[src/rtl/can_guard_pkg.sv]
package can_guard_pkg;
  localparam int SYNC_STAGES = 2;

  typedef struct packed {
    logic thermal;
    logic batt;
  } cg_flt_t;
endpackage

[src/rtl/cg_sync.sv]
module cg_sync #(
  parameter int W      = 1,
  parameter int STAGES = 2
) (
  input  logic         clk_i,
  input  logic         rst_ni,
  input  logic [W-1:0] d_i,
  output logic [W-1:0] q_o
);
  logic [STAGES-1:0][W-1:0] st_q;

  generate
    if (STAGES == 1) begin : g_one
      always_ff @(posedge clk_i or negedge rst_ni) begin
        if (!rst_ni) st_q <= '0;
        else         st_q <= d_i;
      end
    end else begin : g_chain
      always_ff @(posedge clk_i or negedge rst_ni) begin
        if (!rst_ni) st_q <= '0;
        else         st_q <= {st_q[STAGES-2:0], d_i};
      end
    end
  endgenerate

  assign q_o = st_q[STAGES-1];
endmodule

[src/rtl/cg_dom_timer.sv]
module cg_dom_timer #(
  parameter int TMO_CYCLES = 32768
) (
  input  logic clk_i,
  input  logic rst_ni,
  input  logic req_ni,
  output logic tmo_o
);
  localparam int CW = $clog2(TMO_CYCLES + 1);
  localparam logic [CW-1:0] LIMIT = CW'(TMO_CYCLES);

  logic          req_q, tmo_q;
  logic [CW-1:0] cnt_q, cnt_nxt;
  logic          low, fall, rise;

  assign low  = ~req_ni;
  assign fall = req_q & low;
  assign rise = ~req_q & ~low;

  always_comb begin
    if (!low)                cnt_nxt = '0;
    else if (fall)           cnt_nxt = CW'(1);
    else if (cnt_q < LIMIT)  cnt_nxt = cnt_q + CW'(1);
    else                     cnt_nxt = cnt_q;
  end

  // flag clears only on the rising edge, never by elapsed time
  always_ff @(posedge clk_i or negedge rst_ni) begin
    if (!rst_ni) begin
      req_q <= 1'b1;
      cnt_q <= '0;
      tmo_q <= 1'b0;
    end else begin
      req_q <= req_ni;
      cnt_q <= cnt_nxt;
      if (rise)                            tmo_q <= 1'b0;
      else if (low && (cnt_nxt == LIMIT))  tmo_q <= 1'b1;
    end
  end

  assign tmo_o = tmo_q;
endmodule

[src/rtl/cg_debounce.sv]
module cg_debounce #(
  parameter int DEB_CYCLES = 64
) (
  input  logic clk_i,
  input  logic rst_ni,
  input  logic in_i,
  output logic out_o
);
  localparam int CW = $clog2(DEB_CYCLES + 1);
  localparam logic [CW-1:0] LAST = CW'(DEB_CYCLES - 1);

  logic [CW-1:0] cnt_q;
  logic          st_q;

  always_ff @(posedge clk_i or negedge rst_ni) begin
    if (!rst_ni) begin
      cnt_q <= '0;
      st_q  <= 1'b0;
    end else if (in_i != st_q) begin
      if (cnt_q == LAST) begin
        st_q  <= in_i;
        cnt_q <= '0;
      end else begin
        cnt_q <= cnt_q + CW'(1);
      end
    end else begin
      cnt_q <= '0;
    end
  end

  assign out_o = st_q;
endmodule

[src/rtl/can_drv_guard.sv]
module can_drv_guard
  import can_guard_pkg::*;
#(
  parameter int TMO_CYCLES = 32768,
  parameter int DEB_CYCLES = 64
) (
  input  logic clk_i,
  input  logic rst_ni,
  input  logic tx_req_ni,
  input  logic ovt_i,
  input  logic stb_raw_i,
  input  logic dis_i,
  output logic drv_en_o,
  output logic tmo_o,
  output logic stb_o
);
  cg_flt_t flt_raw, flt_s;
  logic    tmo, stb, rdy_q;

  assign flt_raw = '{thermal: ovt_i, batt: stb_raw_i};

  cg_sync #(.W($bits(cg_flt_t)), .STAGES(SYNC_STAGES)) i_sync (
    .clk_i  (clk_i),
    .rst_ni (rst_ni),
    .d_i    (flt_raw),
    .q_o    (flt_s)
  );

  cg_dom_timer #(.TMO_CYCLES(TMO_CYCLES)) i_timer (
    .clk_i  (clk_i),
    .rst_ni (rst_ni),
    .req_ni (tx_req_ni),
    .tmo_o  (tmo)
  );

  cg_debounce #(.DEB_CYCLES(DEB_CYCLES)) i_deb (
    .clk_i  (clk_i),
    .rst_ni (rst_ni),
    .in_i   (flt_s.batt),
    .out_o  (stb)
  );

  // keeps the driver recessive until the first edge after reset release
  always_ff @(posedge clk_i or negedge rst_ni) begin
    if (!rst_ni) rdy_q <= 1'b0;
    else         rdy_q <= 1'b1;
  end

  assign drv_en_o = rdy_q & ~tx_req_ni & ~tmo & ~flt_s.thermal & ~stb & ~dis_i;
  assign tmo_o    = tmo;
  assign stb_o    = stb;
endmodule

[config.mk]
export PLATFORM = sky130hd
export DESIGN_NAME = can_drv_guard
export DESIGN_NICKNAME = d
export VERILOG_FILES = /design/src/rtl/can_guard_pkg.sv /design/src/rtl/cg_sync.sv /design/src/rtl/cg_dom_timer.sv /design/src/rtl/cg_debounce.sv /design/src/rtl/can_drv_guard.sv
export SDC_FILE = /design/constraint.sdc
export NUM_CORES = 1
export LEC_CHECK = 0
export BUFFER_PORTS_ARGS = -buffer_cell sky130_fd_sc_hd__buf_2
export CAP_MARGIN = 20
export CORE_UTILIZATION = 63
export CTS_CLUSTER_SIZE = 30
export DETAILED_ROUTE_END_ITERATION = 10
export GPL_ROUTABILITY_DRIVEN = 0
export PLACE_DENSITY = 0.82
export SLEW_MARGIN = 0
export SYNTH_ARGS = -nofsm -noshare
export SYNTH_HDL_FRONTEND = slang
export SYNTH_HIERARCHICAL = 1
export SYNTH_SLANG_ARGS = --single-unit
[constraint.sdc]
create_clock -name clk_i -period 5.2 [get_ports clk_i]
set_input_delay 1.04 -clock clk_i [delete_from_list [all_inputs] [get_ports clk_i]]
set_output_delay 1.04 -clock clk_i [all_outputs]
set_load 0.01 [all_outputs]
==> results of run 1 <==
-- cells by family after synthesis --
family	synth area share
other	0.00241
and+or+nand+nor	0.260
AOI/OAI and AO/OA	0.0674
xor gates and xnor gates	0.107
adders and majority gates	0.0160
muxes	0.0209
DFF	0.498
buffers and inverters	0.0281
-- cell type report --
cell class	instances	area share
flip-flops and latches	31	0.460
well taps	28	0.0208
repair buffers	8	0.0237
multi-input cells	112	0.437
clock inverters	2	0.0208
inverters	3	0.00667
clock buffers	6	0.0304
-- placed cells by master (no fill, tap or decap), types with 4 or more instances in the layout --
cell type,Yosys,final
sky130_fd_sc_hd__nand3_1,7,7
sky130_fd_sc_hd__nor3_1,4,4
sky130_fd_sc_hd__xor2_1,8,8
sky130_fd_sc_hd__nand4_1,5,5
sky130_fd_sc_hd__dfrtp_1,30,30
sky130_fd_sc_hd__clkbuf_4,0,5
sky130_fd_sc_hd__nor2_1,24,24
sky130_fd_sc_hd__nand2_1,7,7
sky130_fd_sc_hd__buf_2,1,8
sky130_fd_sc_hd__xnor2_1,11,11
-- power by group --
part / switching, mW / internal (mW)
combinational: 0.0139 / 0.00750
sequential: 0.00484 / 0.246
clock: 0.0813 / 0.114
total: 0.100 / 0.368
-- registers in the layout, summed over array words and instances, names as in the netlist --
signal         cells
i_sync/st_q        2
i_sync/q_o         2
i_timer/cnt_q     16
i_deb/cnt_q        7
rdy_q              1
i_timer/req_q      1
i_timer/tmo_o      1
i_deb/out_o        1
-- through the flow --
step                setup slack [ps]  cells  hold slack [ps]
CTS                             2180    190              360
floorplan                       2410    152              331
detailed placement              2190    182              338
finish                          2190    190              358
global route                    2170    190              373
global placement                2230    182              334
-- per-layer routing --
metal | up-vias | track usage
met5 | - | 0
met1 | 560 | 0.320
met3 | 7 | 0.0643
met4 | 0 | 0.113
met2 | 45 | 0.383
li1 | 553 | -
-- worst register-to-register path, stage by stage, from the launching register on --
cell,delay [ps]
sky130_fd_sc_hd__dfrtp_1,440
sky130_fd_sc_hd__ha_1,210
sky130_fd_sc_hd__nand2b_1,110
sky130_fd_sc_hd__or4_4,550
sky130_fd_sc_hd__or4_4,490
sky130_fd_sc_hd__nand3_1,90
sky130_fd_sc_hd__nor4_1,50
sky130_fd_sc_hd__o22a_1,200
-- worst max path at each step --
stage | to | slack, ps | depth (start not counted)
after floorplan | drv_en_o | 2410 | 2
after global routing | drv_en_o | 2170 | 4
after global placement | drv_en_o | 2230 | 4
after CTS | drv_en_o | 2180 | 4
after detailed placement | drv_en_o | 2190 | 4
final | drv_en_o | 2190 | 4
==> results_dict.tcl, run 1 <==
set metrics [dict create \
    totalNegativeSetupSlack_ps 0 \
    internal_reg_to_reg_setup_slack_ps 2940 \
    postCtsSetupRepairBufs 0 \
    mappedNetlistArea_sq_um 1560 \
    worstSetupStartpointType "input port" \
    post-route-cell-area_sq_um 1690 \
    worst_setup_path_end_kind "primary output" \
    hp-class "reg -> reg" \
    regToRegEndpoint "i_timer/tmo_o" \
    netlist.area_leader.share 0.482 \
    tritoncts "done" \
    synth-async-reset-ratio 1.00 \
    wl_met2_mm 1.33 \
    detailroute.via_count 1165 \
    yosys-top-cells-count "sky130_fd_sc_hd__dfrtp_1 (30), sky130_fd_sc_hd__nor2_1 (24), sky130_fd_sc_hd__xnor2_1 (11), sky130_fd_sc_hd__xor2_1 (8)" \
    nets 169 \
    max-cap-violations 0 \
    numClockSinks 31 \
    die_area_sq_um 2680 \
    finalMaxSlewViolations 0 \
    setup_repair_after_global_routing_missed_its_margin "false" \
    net_count_after_synthesis 160 \
    hp-start "i_sync/st_q[1]" \
    cts_root_buf "sky130_fd_sc_hd__clkbuf_4" \
    critical_path_required_time_ps 4160 \
    remaining_drc_errors 0 \
    synth_area_leaders "sky130_fd_sc_hd__dfrtp_1 (48%), sky130_fd_sc_hd__xnor2_1 (6.2%), sky130_fd_sc_hd__nor2_1 (5.8%)" \
    drt_pre_antenna_iters 5 \
    tightestPinTransition_ps 671 \
    routedWlPerCell_microns 14.9 \
    synth_cell_types 45 \
    top_signal_layer_used "met4" \
    vdd_ir_drop_max_v 0.000264 \
    die_x_microns 51.7 \
    clock_insertion_delay_at_the_later_pin_of_the_skew_report_ps 320 \
    number_of_enable_type_register_cells_in_the_synthesized_netlist 0 \
    ys_warn_count 6 \
    core-area_sq_um 2280 \
    synthDominantAreaCellType "sky130_fd_sc_hd__dfrtp_1" \
    path_max_fanout 6 \
    row_count 17 \
    synthCells 152 \
    first_global_vias 1083 \
    fin_worst_skew_ps 5.00 \
    timing.final.crit_period_ps 3010 \
    most_frequent_cell_on_critical_path "sky130_fd_sc_hd__buf_2" \
    post_cts.resized_instances 0 \
    wl_mm 2.83 \
    global_route_wire_length_before_repair_mm 4.69 \
    drtAntennaViolNets 0 \
    slew_headroom 0.553 \
    reg2reg_from "i_timer/cnt_q[1]" \
    viasPerCell 6.13 \
    place_area_sq_um 1600 \
    ratio_of_total_power_to_cell_area_nw_per_um2 277 \
    setup_violations 0 \
    crit_buf_inv 2 \
    ctsHtreeMaxLevel 2 \
    cts.path.max_buffers 2 \
    worstRegToRegCells 7 \
    hold_depth 0 \
    synth_seq_cells 31 \
    initialDrtViolationCount 39 \
    starting_density 0.685 \
    global_route_usage_sum 0.246 \
    routedLengthMet1_mm 1.31 \
    regArea_sq_um 777 \
    post-route-period-util 0.579 \
    multi_input_area_sq_um 738 \
    io_buffers 8 \
    final_core_utilization 0.742 \
    detailed_place_hpwl_mm 1.92 \
    status "finished, final reports clean" \
    static-leakage-power_nw 0.734 \
    die_y_microns 51.7 \
    boundaryPins 9 \
    antennaDiodeCount 0 \
    antenna_found_initial 0 \
    cpPeakStageDelay_ps 520 \
    worst_path_slowest_cell "sky130_fd_sc_hd__or4b_1" \
    cts_made_buffers 5 \
    met3_wirelength_from_detailed_routing_microns 153 \
    hold_endpoint "i_sync/q_o[1]" \
    avgSynthCellArea_sq_um 10.3 \
    final_hold_viol_count 0 \
    part_of_the_yosys_area_used_for_sequential_elements 0.498 \
    fraction_of_layout_instances_using_a_drive_strength_above_1 0.167 \
    cp_top_family "simple AND/OR/NAND/NOR gates" \
    synth_most_common_cell "sky130_fd_sc_hd__dfrtp_1" \
    globalRoute.totalOverflow 0 \
    setup.worst_path.class "in -> out" \
    worst-endpoint-arrival_ps 1970 \
    timing.critical_path.cells "buf_2 > or4b_1 > nor3_2 > buf_2" \
    clk_pin_slew_worst_paths_ps 90 \
    ys_dominant_reg_cell "sky130_fd_sc_hd__dfrtp_1" \
    startpoint "tx_req_ni" \
    post-layout-total-power_mw 0.468 \
    total_of_hold_buffers_inserted_after_clock_tree_synthesis 0 \
    n_fill_cell 162 \
    grt_max_degree 32 \
    areaGrowthSynthToFinish_pct 8.27 \
    max_clock_freq_ghz 0.332 \
]
No activity file was read; power rests on OpenSTA's default activity.
==> run 2: changes to the inputs <==
--- a/config.mk
+++ b/config.mk
@@ -5,13 +5,14 @@
 export SDC_FILE = /design/constraint.sdc
 export NUM_CORES = 1
 export LEC_CHECK = 0
+export ABC_AREA = 1
 export BUFFER_PORTS_ARGS = -buffer_cell sky130_fd_sc_hd__buf_2
 export CAP_MARGIN = 20
-export CORE_UTILIZATION = 63
+export CORE_UTILIZATION = 54
 export CTS_CLUSTER_SIZE = 30
 export DETAILED_ROUTE_END_ITERATION = 10
 export GPL_ROUTABILITY_DRIVEN = 0
-export PLACE_DENSITY = 0.82
+export PLACE_DENSITY = 0.75
 export SLEW_MARGIN = 0
 export SYNTH_ARGS = -nofsm -noshare
 export SYNTH_HDL_FRONTEND = slang
==> constraint.sdc (replaced) <==
create_clock -name clk_i -period 2.6 [get_ports clk_i]
set_input_delay 0.52 -clock clk_i [delete_from_list [all_inputs] [get_ports clk_i]]
set_output_delay 0.52 -clock clk_i [all_outputs]
set_load 0.01 [all_outputs]
==> run 2 against run 1 <==
Effect of this change: synthesized cell count is 39% higher; power is 100% higher; sequential cell count stayed put; area after synthesis is 8.9% higher; non-clock buffer count is 1 higher; worst setup slack worse by 1300 ps; clock power is 100% higher; critical path depth is 1 lower; via count is 20% higher; combinational power is 110% higher; clock skew is 1.3 ps higher; global-route usage is 2.0 points lower.
==> results_dict.tcl, run 2 <==
set metrics [dict create \
    status "finished, final reports clean" \
    timing.final.crit_period_ps 1730 \
    row_count 19 \
    net_count_after_synthesis 220 \
    number_of_enable_type_register_cells_in_the_synthesized_netlist 0 \
    ctsHtreeMaxLevel 2 \
    max_clock_freq_ghz 0.578 \
    final_hold_viol_count 0 \
    synth_cell_types 30 \
    tightestPinTransition_ps 657 \
    synth-async-reset-ratio 1.00 \
    drt_pre_antenna_iters 4 \
    globalRoute.totalOverflow 0 \
    grt_max_degree 32 \
    ys_warn_count 6 \
    nets 233 \
    routedWlPerCell_microns 12.3 \
    post-route-period-util 0.666 \
    final_common_cell "sky130_fd_sc_hd__nand2_1" \
    first_global_vias 1362 \
    die_area_sq_um 3370 \
    drtAntennaViolNets 0 \
    net_switching_power_mw 0.205 \
    setup.worst_path.class "reg -> out" \
    largest_register_ff_count 16 \
    synth_area_leaders "sky130_fd_sc_hd__dfrtp_1 (44%), sky130_fd_sc_hd__nand2_1 (9.9%), sky130_fd_sc_hd__inv_1 (8.2%)" \
    critical_path_required_time_ps 2080 \
    remaining_drc_errors 0 \
    avgSynthCellArea_sq_um 8.01 \
    global_route_usage_sum 0.225 \
    setup_repair_after_global_routing_missed_its_margin "false" \
    vdd_ir_drop_max_v 0.000372 \
    cts_made_buffers 5 \
    ratio_of_total_power_to_cell_area_nw_per_um2 504 \
    worst_setup_path_end_kind "primary output" \
    antenna_found_initial 0 \
    boundaryPins 9 \
    worst-endpoint-arrival_ps 1210 \
    slew_headroom 0.562 \
    fraction_of_layout_instances_using_a_drive_strength_above_1 0.177 \
    sequential_power_share 0.534 \
    starting_density 0.590 \
    static-leakage-power_nw 0.997 \
    ys_dominant_reg_cell "sky130_fd_sc_hd__dfrtp_1" \
    post_cts.resized_instances 0 \
    comb_power_share 0.047 \
    cts.path.max_buffers 2 \
    synth_seq_cells 31 \
    postCtsSetupRepairBufs 0 \
    path_max_fanout 4 \
    antennaDiodeCount 0 \
    core-area_sq_um 2880 \
    layout_top_registers "i_timer/cnt_q (16), i_deb/cnt_q (7)" \
    die_x_microns 58.1 \
    mostFrequentLayoutCells "sky130_fd_sc_hd__nand2_1 (45), sky130_fd_sc_hd__inv_1 (37), sky130_fd_sc_hd__dfrtp_1 (30)" \
    initialDrtViolationCount 52 \
    worstSetupStartpointType "flop" \
    synthCells 212 \
    finalMaxSlewViolations 0 \
    detailed_place_hpwl_mm 2.53 \
    io_buffers 8 \
    tritoncts "done" \
    global_route_wire_length_before_repair_mm 5.72 \
    total_of_hold_buffers_inserted_after_clock_tree_synthesis 0 \
    post-layout-total-power_mw 0.939 \
    clk_pin_slew_worst_paths_ps 100 \
    numClockSinks 31 \
    cts_root_buf "sky130_fd_sc_hd__clkbuf_4" \
    wl_mm 3.31 \
    netlist.area_leader.share 0.442 \
    largest-register "i_timer/cnt_q" \
    areaGrowthSynthToFinish_pct 9.80 \
    hp-class "in -> async" \
    internal-power_mw 0.735 \
    detailroute.via_count 1395 \
    totalNegativeSetupSlack_ps 0 \
    synthDominantAreaCellType "sky130_fd_sc_hd__dfrtp_1" \
    yosys-top-cells-count "sky130_fd_sc_hd__nand2_1 (45), sky130_fd_sc_hd__inv_1 (37), sky130_fd_sc_hd__dfrtp_1 (30), sky130_fd_sc_hd__nor2_1 (26), sky130_fd_sc_hd__nand3_1 (22)" \
    part_of_the_yosys_area_used_for_sequential_elements 0.458 \
    fin_worst_skew_ps 6.30 \
    power.switching_fraction 0.218 \
    power.clock.fraction 0.419 \
    max-cap-violations 0 \
    synth_most_common_cell "sky130_fd_sc_hd__nand2_1" \
    mappedNetlistArea_sq_um 1700 \
    die_y_microns 58.1 \
    clock_insertion_delay_at_the_later_pin_of_the_skew_report_ps 330 \
    setup_violations 0 \
    viasPerCell 5.21 \
]
==> run 2: cell types whose count changed after synthesis, moves of 3 or more <==
cell,delta
sky130_fd_sc_hd__nor4_1,-3
sky130_fd_sc_hd__xnor2_1,-10
sky130_fd_sc_hd__xor2_1,-6
sky130_fd_sc_hd__nor3_1,-4
sky130_fd_sc_hd__nand3_1,+15
sky130_fd_sc_hd__nand2_1,+38
sky130_fd_sc_hd__nand3_2,+6
sky130_fd_sc_hd__nor2_4,+3
sky130_fd_sc_hd__nor2_2,+6
sky130_fd_sc_hd__inv_1,+34
==> run 2: final timing paths <==
path	startpoint	end	slack, ps	cells past startpoint
max	i_deb/out_o	drv_en_o	870	3
min	rst_ni	i_timer/cnt_q[2]	200	1
max reg2reg	i_timer/cnt_q[1]	i_timer/tmo_o	950	11
min reg2reg	i_sync/st_q[0]	i_sync/q_o[0]	360	0
max in group asynchronous	rst_ni	i_timer/cnt_q[13]	1970	1
min in group clk_i	stb_raw_i	i_sync/st_q[0]	290	1
==> run 2: stage by stage <==
step	setup WS (ps)	cell area, sq um	utilization	hold slack [ps]	cells
after floorplan	1160	1700	-	224	212
after global placement	855	1780	0.618	336	260
after detailed placement	806	1780	0.618	336	260
after CTS	850	1860	0.648	225	268
after global routing	772	1860	0.648	257	268
final	869	1860	0.648	202	268
==> run 2: logic make-up after synthesis <==
| kind of cell | share of synthesized area |
|---|---|
| AO/OA/AOI/OAI | 0.0435 |
| AND/OR/NAND/NOR | 0.369 |
| other | 0.00221 |
| adder cells (fa/ha/maj) | 0.0147 |
| XOR/XNOR | 0.0155 |
| buffers and inverters | 0.0973 |
| flip-flops | 0.458 |
==> run 2: final cells by class <==
| cell class | instances | area (sq um) |
|---|---|---|
| fillers | 241 | 1010 |
| inverters | 38 | 145 |
| well taps | 42 | 52.6 |
| flip-flops and latches | 31 | 777 |
| clock inverters | 2 | 35.0 |
| multi-input cells | 140 | 756 |
| clock buffers | 6 | 51.3 |
| repair buffers | 9 | 47.5 |
==> run 2: worst max-delay path, cell delays in order, from the launching register on <==
cell	delay, ps
sky130_fd_sc_hd__dfrtp_1	440
sky130_fd_sc_hd__or2_0	210
sky130_fd_sc_hd__nor2_1	100
sky130_fd_sc_hd__buf_2	130
==> run 2: routing by layer <==
layer	part of all wire	vias to the layer above	track usage	routed length [microns]
met4	0.019	0	0.0782	63
met5	0	-	0	0
met1	0.46	658	0.292	1510
li1	-	682	-	-
met3	0.059	9	0.0670	194
met2	0.47	46	0.361	1540
==> run 2: power by group through the flow <==
stage | sequential [mW] | clock [mW] | combinational [mW]
final | 0.502 | 0.393 | 0.0442
after global routing | 0.503 | 0.425 | 0.0518
after CTS | 0.502 | 0.402 | 0.0453
after detailed placement | 0.511 | 0 | 0.0452
after global placement | 0.510 | 0 | 0.0436
after floorplan | 0.509 | 0 | 0.0280
==> run 3: changes to the inputs <==
==> constraint.sdc (replaced) <==
create_clock -name clk_i -period 1.4 [get_ports clk_i]
set_input_delay 0.28 -clock clk_i [delete_from_list [all_inputs] [get_ports clk_i]]
set_output_delay 0.28 -clock clk_i [all_outputs]
set_load 0.01 [all_outputs]
==> run 3 against run 2 <==
Effect of this change: the run now ends with setup timing left; wire length up 14%; critical path depth increased by 8; first-iteration DRC count decreased by 5.8%; final cell count increased by 9.7%; clock power rose by 89%; worst setup slack worse by 1000 ps; sequential share of layout area fell by 5.5 points; sequential cell count stayed put; core utilization up 10 points; combinational power up 150%; cell area rose by 16%; clock skew about the same; largest cell class is now multi-input gates; largest power group unchanged.
==> results_dict.tcl, run 3 (synthesized netlist as in run 2, its figures left out) <==
set metrics [dict create \
    status "finished with violations" \
    violated_checks "setup timing" \
    internal-power_mw 1.38 \
    clk_pin_slew_worst_paths_ps 100 \
    final_hold_viol_count 0 \
    sequential_power_share 0.523 \
    net_switching_power_mw 0.402 \
    wl_mm 3.78 \
    layout_top_registers "i_timer/cnt_q (16), i_deb/cnt_q (7)" \
    viasPerCell 5.08 \
    detailed_place_hpwl_mm 2.58 \
    power.clock.fraction 0.416 \
    cts_root_buf "sky130_fd_sc_hd__clkbuf_4" \
    antenna_found_initial 0 \
    io_buffers 8 \
    fraction_of_layout_instances_using_a_drive_strength_above_1 0.345 \
    global_route_usage_sum 0.248 \
    max_clock_freq_ghz 0.645 \
    cp_top_family "simple AND/OR/NAND/NOR gates" \
    crit_buf_inv 1 \
    cpPeakStageDelay_ps 430 \
    die_x_microns 58.1 \
    mostFrequentLayoutCells "sky130_fd_sc_hd__nand2_1 (37), sky130_fd_sc_hd__inv_1 (35), sky130_fd_sc_hd__dfrtp_1 (27)" \
    final_common_cell "sky130_fd_sc_hd__nand2_1" \
    largest-register "i_timer/cnt_q" \
    tritoncts "done" \
    final-instance-count-excl-fill 294 \
    worst_hold_slack_ps 46.8 \
    worst-endpoint-arrival_ps 1830 \
    numClockSinks 31 \
    placed_cells 278 \
    n_fill_cell 203 \
    grt_max_degree 32 \
    die_area_sq_um 3370 \
    ctsHtreeMaxLevel 2 \
    ratio_of_total_power_to_cell_area_nw_per_um2 827 \
    setup_violations 4 \
    die_y_microns 58.1 \
    global_route_wire_length_before_repair_mm 6.24 \
    fin_worst_skew_ps 6.52 \
    drtAntennaViolNets 0 \
    row_count 19 \
    worst_path_slowest_cell "sky130_fd_sc_hd__dfrtp_2" \
    multi_input_area_sq_um 850 \
    first_global_vias 1441 \
    power.switching_fraction 0.225 \
    path_max_fanout 8 \
    worst_setup_path_end_kind "flop" \
    remaining_drc_errors 0 \
    timing.critical_path.cells "ha_4 > nand3_4 > nor2_8 > nand2_1 > nand3_2 > nand2_1 > inv_1 > nand3_1 > nor2_1 > nand2_1 > nand2_1" \
    core-area_sq_um 2880 \
    starting_density 0.590 \
    areaGrowthSynthToFinish_pct 27.2 \
    most_frequent_cell_on_critical_path "sky130_fd_sc_hd__nand2_1" \
    globalRoute.totalOverflow 0 \
    worst_slack_ps -151 \
    max-cap-violations 0 \
    cts_made_buffers 5 \
    vdd_ir_drop_max_v 0.000891 \
    regArea_sq_um 781 \
    comb_power_share 0.061 \
    detailroute.via_count 1494 \
    post-route-period-util 1.11 \
    largest_register_ff_count 16 \
    critical_path_required_time_ps 1680 \
    cts.path.max_buffers 2 \
    boundaryPins 9 \
    timing.final.crit_period_ps 1550 \
    finalMaxSlewViolations 0 \
    drt_pre_antenna_iters 4 \
    antennaDiodeCount 0 \
    clock_insertion_delay_at_the_later_pin_of_the_skew_report_ps 340 \
    setup_repair_after_global_routing_missed_its_margin "true" \
    worstSetupStartpointType "flop" \
    nets 259 \
    initialDrtViolationCount 49 \
    static-leakage-power_nw 1.12 \
    hp-class "in -> reg" \
    routedWlPerCell_microns 12.8 \
    setup.worst_path.class "reg -> reg" \
]
## run 3: cell count changes in the layout (fill, tap and decap cells not counted), moves of 4 or more
cell,before,now
sky130_fd_sc_hd__nand3_1,22,16
sky130_fd_sc_hd__nand3_2,7,11
sky130_fd_sc_hd__nand2_1,45,37
sky130_fd_sc_hd__buf_4,1,26
sky130_fd_sc_hd__nand2_2,2,10
## run 3: cell type report
| class | instances | share of cell area |
|---|---|---|
| Tap cell | 42 | 0.0243 |
| Sequential cell | 31 | 0.362 |
| Clock buffer | 6 | 0.0238 |
| Timing Repair Buffer | 35 | 0.114 |
| Clock inverter | 2 | 0.0162 |
| Multi-Input combinational cell | 140 | 0.393 |
| Inverter | 38 | 0.0672 |
## run 3: worst reg2reg max path, stage by stage, from the launching register on
cell	delay, ps
sky130_fd_sc_hd__dfrtp_2	430
sky130_fd_sc_hd__ha_4	180
sky130_fd_sc_hd__nand3_4	120
sky130_fd_sc_hd__nor2_8	200
sky130_fd_sc_hd__nand2_1	100
sky130_fd_sc_hd__nand3_2	100
sky130_fd_sc_hd__nand2_1	60
sky130_fd_sc_hd__inv_1	50
sky130_fd_sc_hd__nand3_1	70
sky130_fd_sc_hd__nor2_1	100
sky130_fd_sc_hd__nand2_1	60
sky130_fd_sc_hd__nand2_1	50
## run 3: worst paths after layout
kind                                  start                end  slack (ps)  cells after the start
min reg2reg                  i_sync/st_q[0]      i_sync/q_o[0]         360                      0
min                                   ovt_i     i_sync/st_q[1]          50                      1
max                        i_timer/cnt_q[1]      i_timer/tmo_o        -150                     11
min in group asynchronous            rst_ni  i_timer/cnt_q[15]         470                      3
max reg2reg                i_timer/cnt_q[1]      i_timer/tmo_o        -150                     11
max in group asynchronous            rst_ni      i_timer/req_q         610                      3
## run 3: through the flow
stage | setup TNS, ps | cell area [sq um] | setup WS [ps] | power (mW) | util
3_5_place_dp | -263 | 1920 | -198 | 1.05 | 0.666
5_1_grt | -960 | 2160 | -279 | 1.86 | 0.751
3_3_place_gp | -86.5 | 1920 | -86.5 | 1.04 | 0.666
4_1_cts | -161 | 2050 | -124 | 1.78 | 0.713
6_report | -327 | 2160 | -151 | 1.78 | 0.751
2_1_floorplan | 0 | 1700 | 7.48 | 0.997 | -
## run 3: power groups by stage
stage | Clock [mW] | Combinational, mW | Sequential [mW]
detailed placement | 0 | 0.0975 | 0.949
global route | 0.799 | 0.126 | 0.937
floorplan | 0 | 0.0523 | 0.945
global placement | 0 | 0.0940 | 0.947
finish | 0.743 | 0.109 | 0.933
CTS | 0.747 | 0.105 | 0.933
## run 3: per-layer routing
metal,track usage,routed length [microns],vias to the layer above
li1,-,-,737
met1,0.322,1680,708
met2,0.388,1860,38
met3,0.0737,153,11
met4,0.102,78,0
met5,0,0,-
## run 3: repair_timing
| item | in CTS | in global routing |
|---|---|---|
| endpoints found under the setup margin | 5 | 9 |
| hold endpoints to repair | 30 | 0 |
| hold buffers | 1 | 0 |
| resized for setup | 4 | 23 |
| pin swaps | 5 | 15 |
| setup buffers | 3 | 4 |
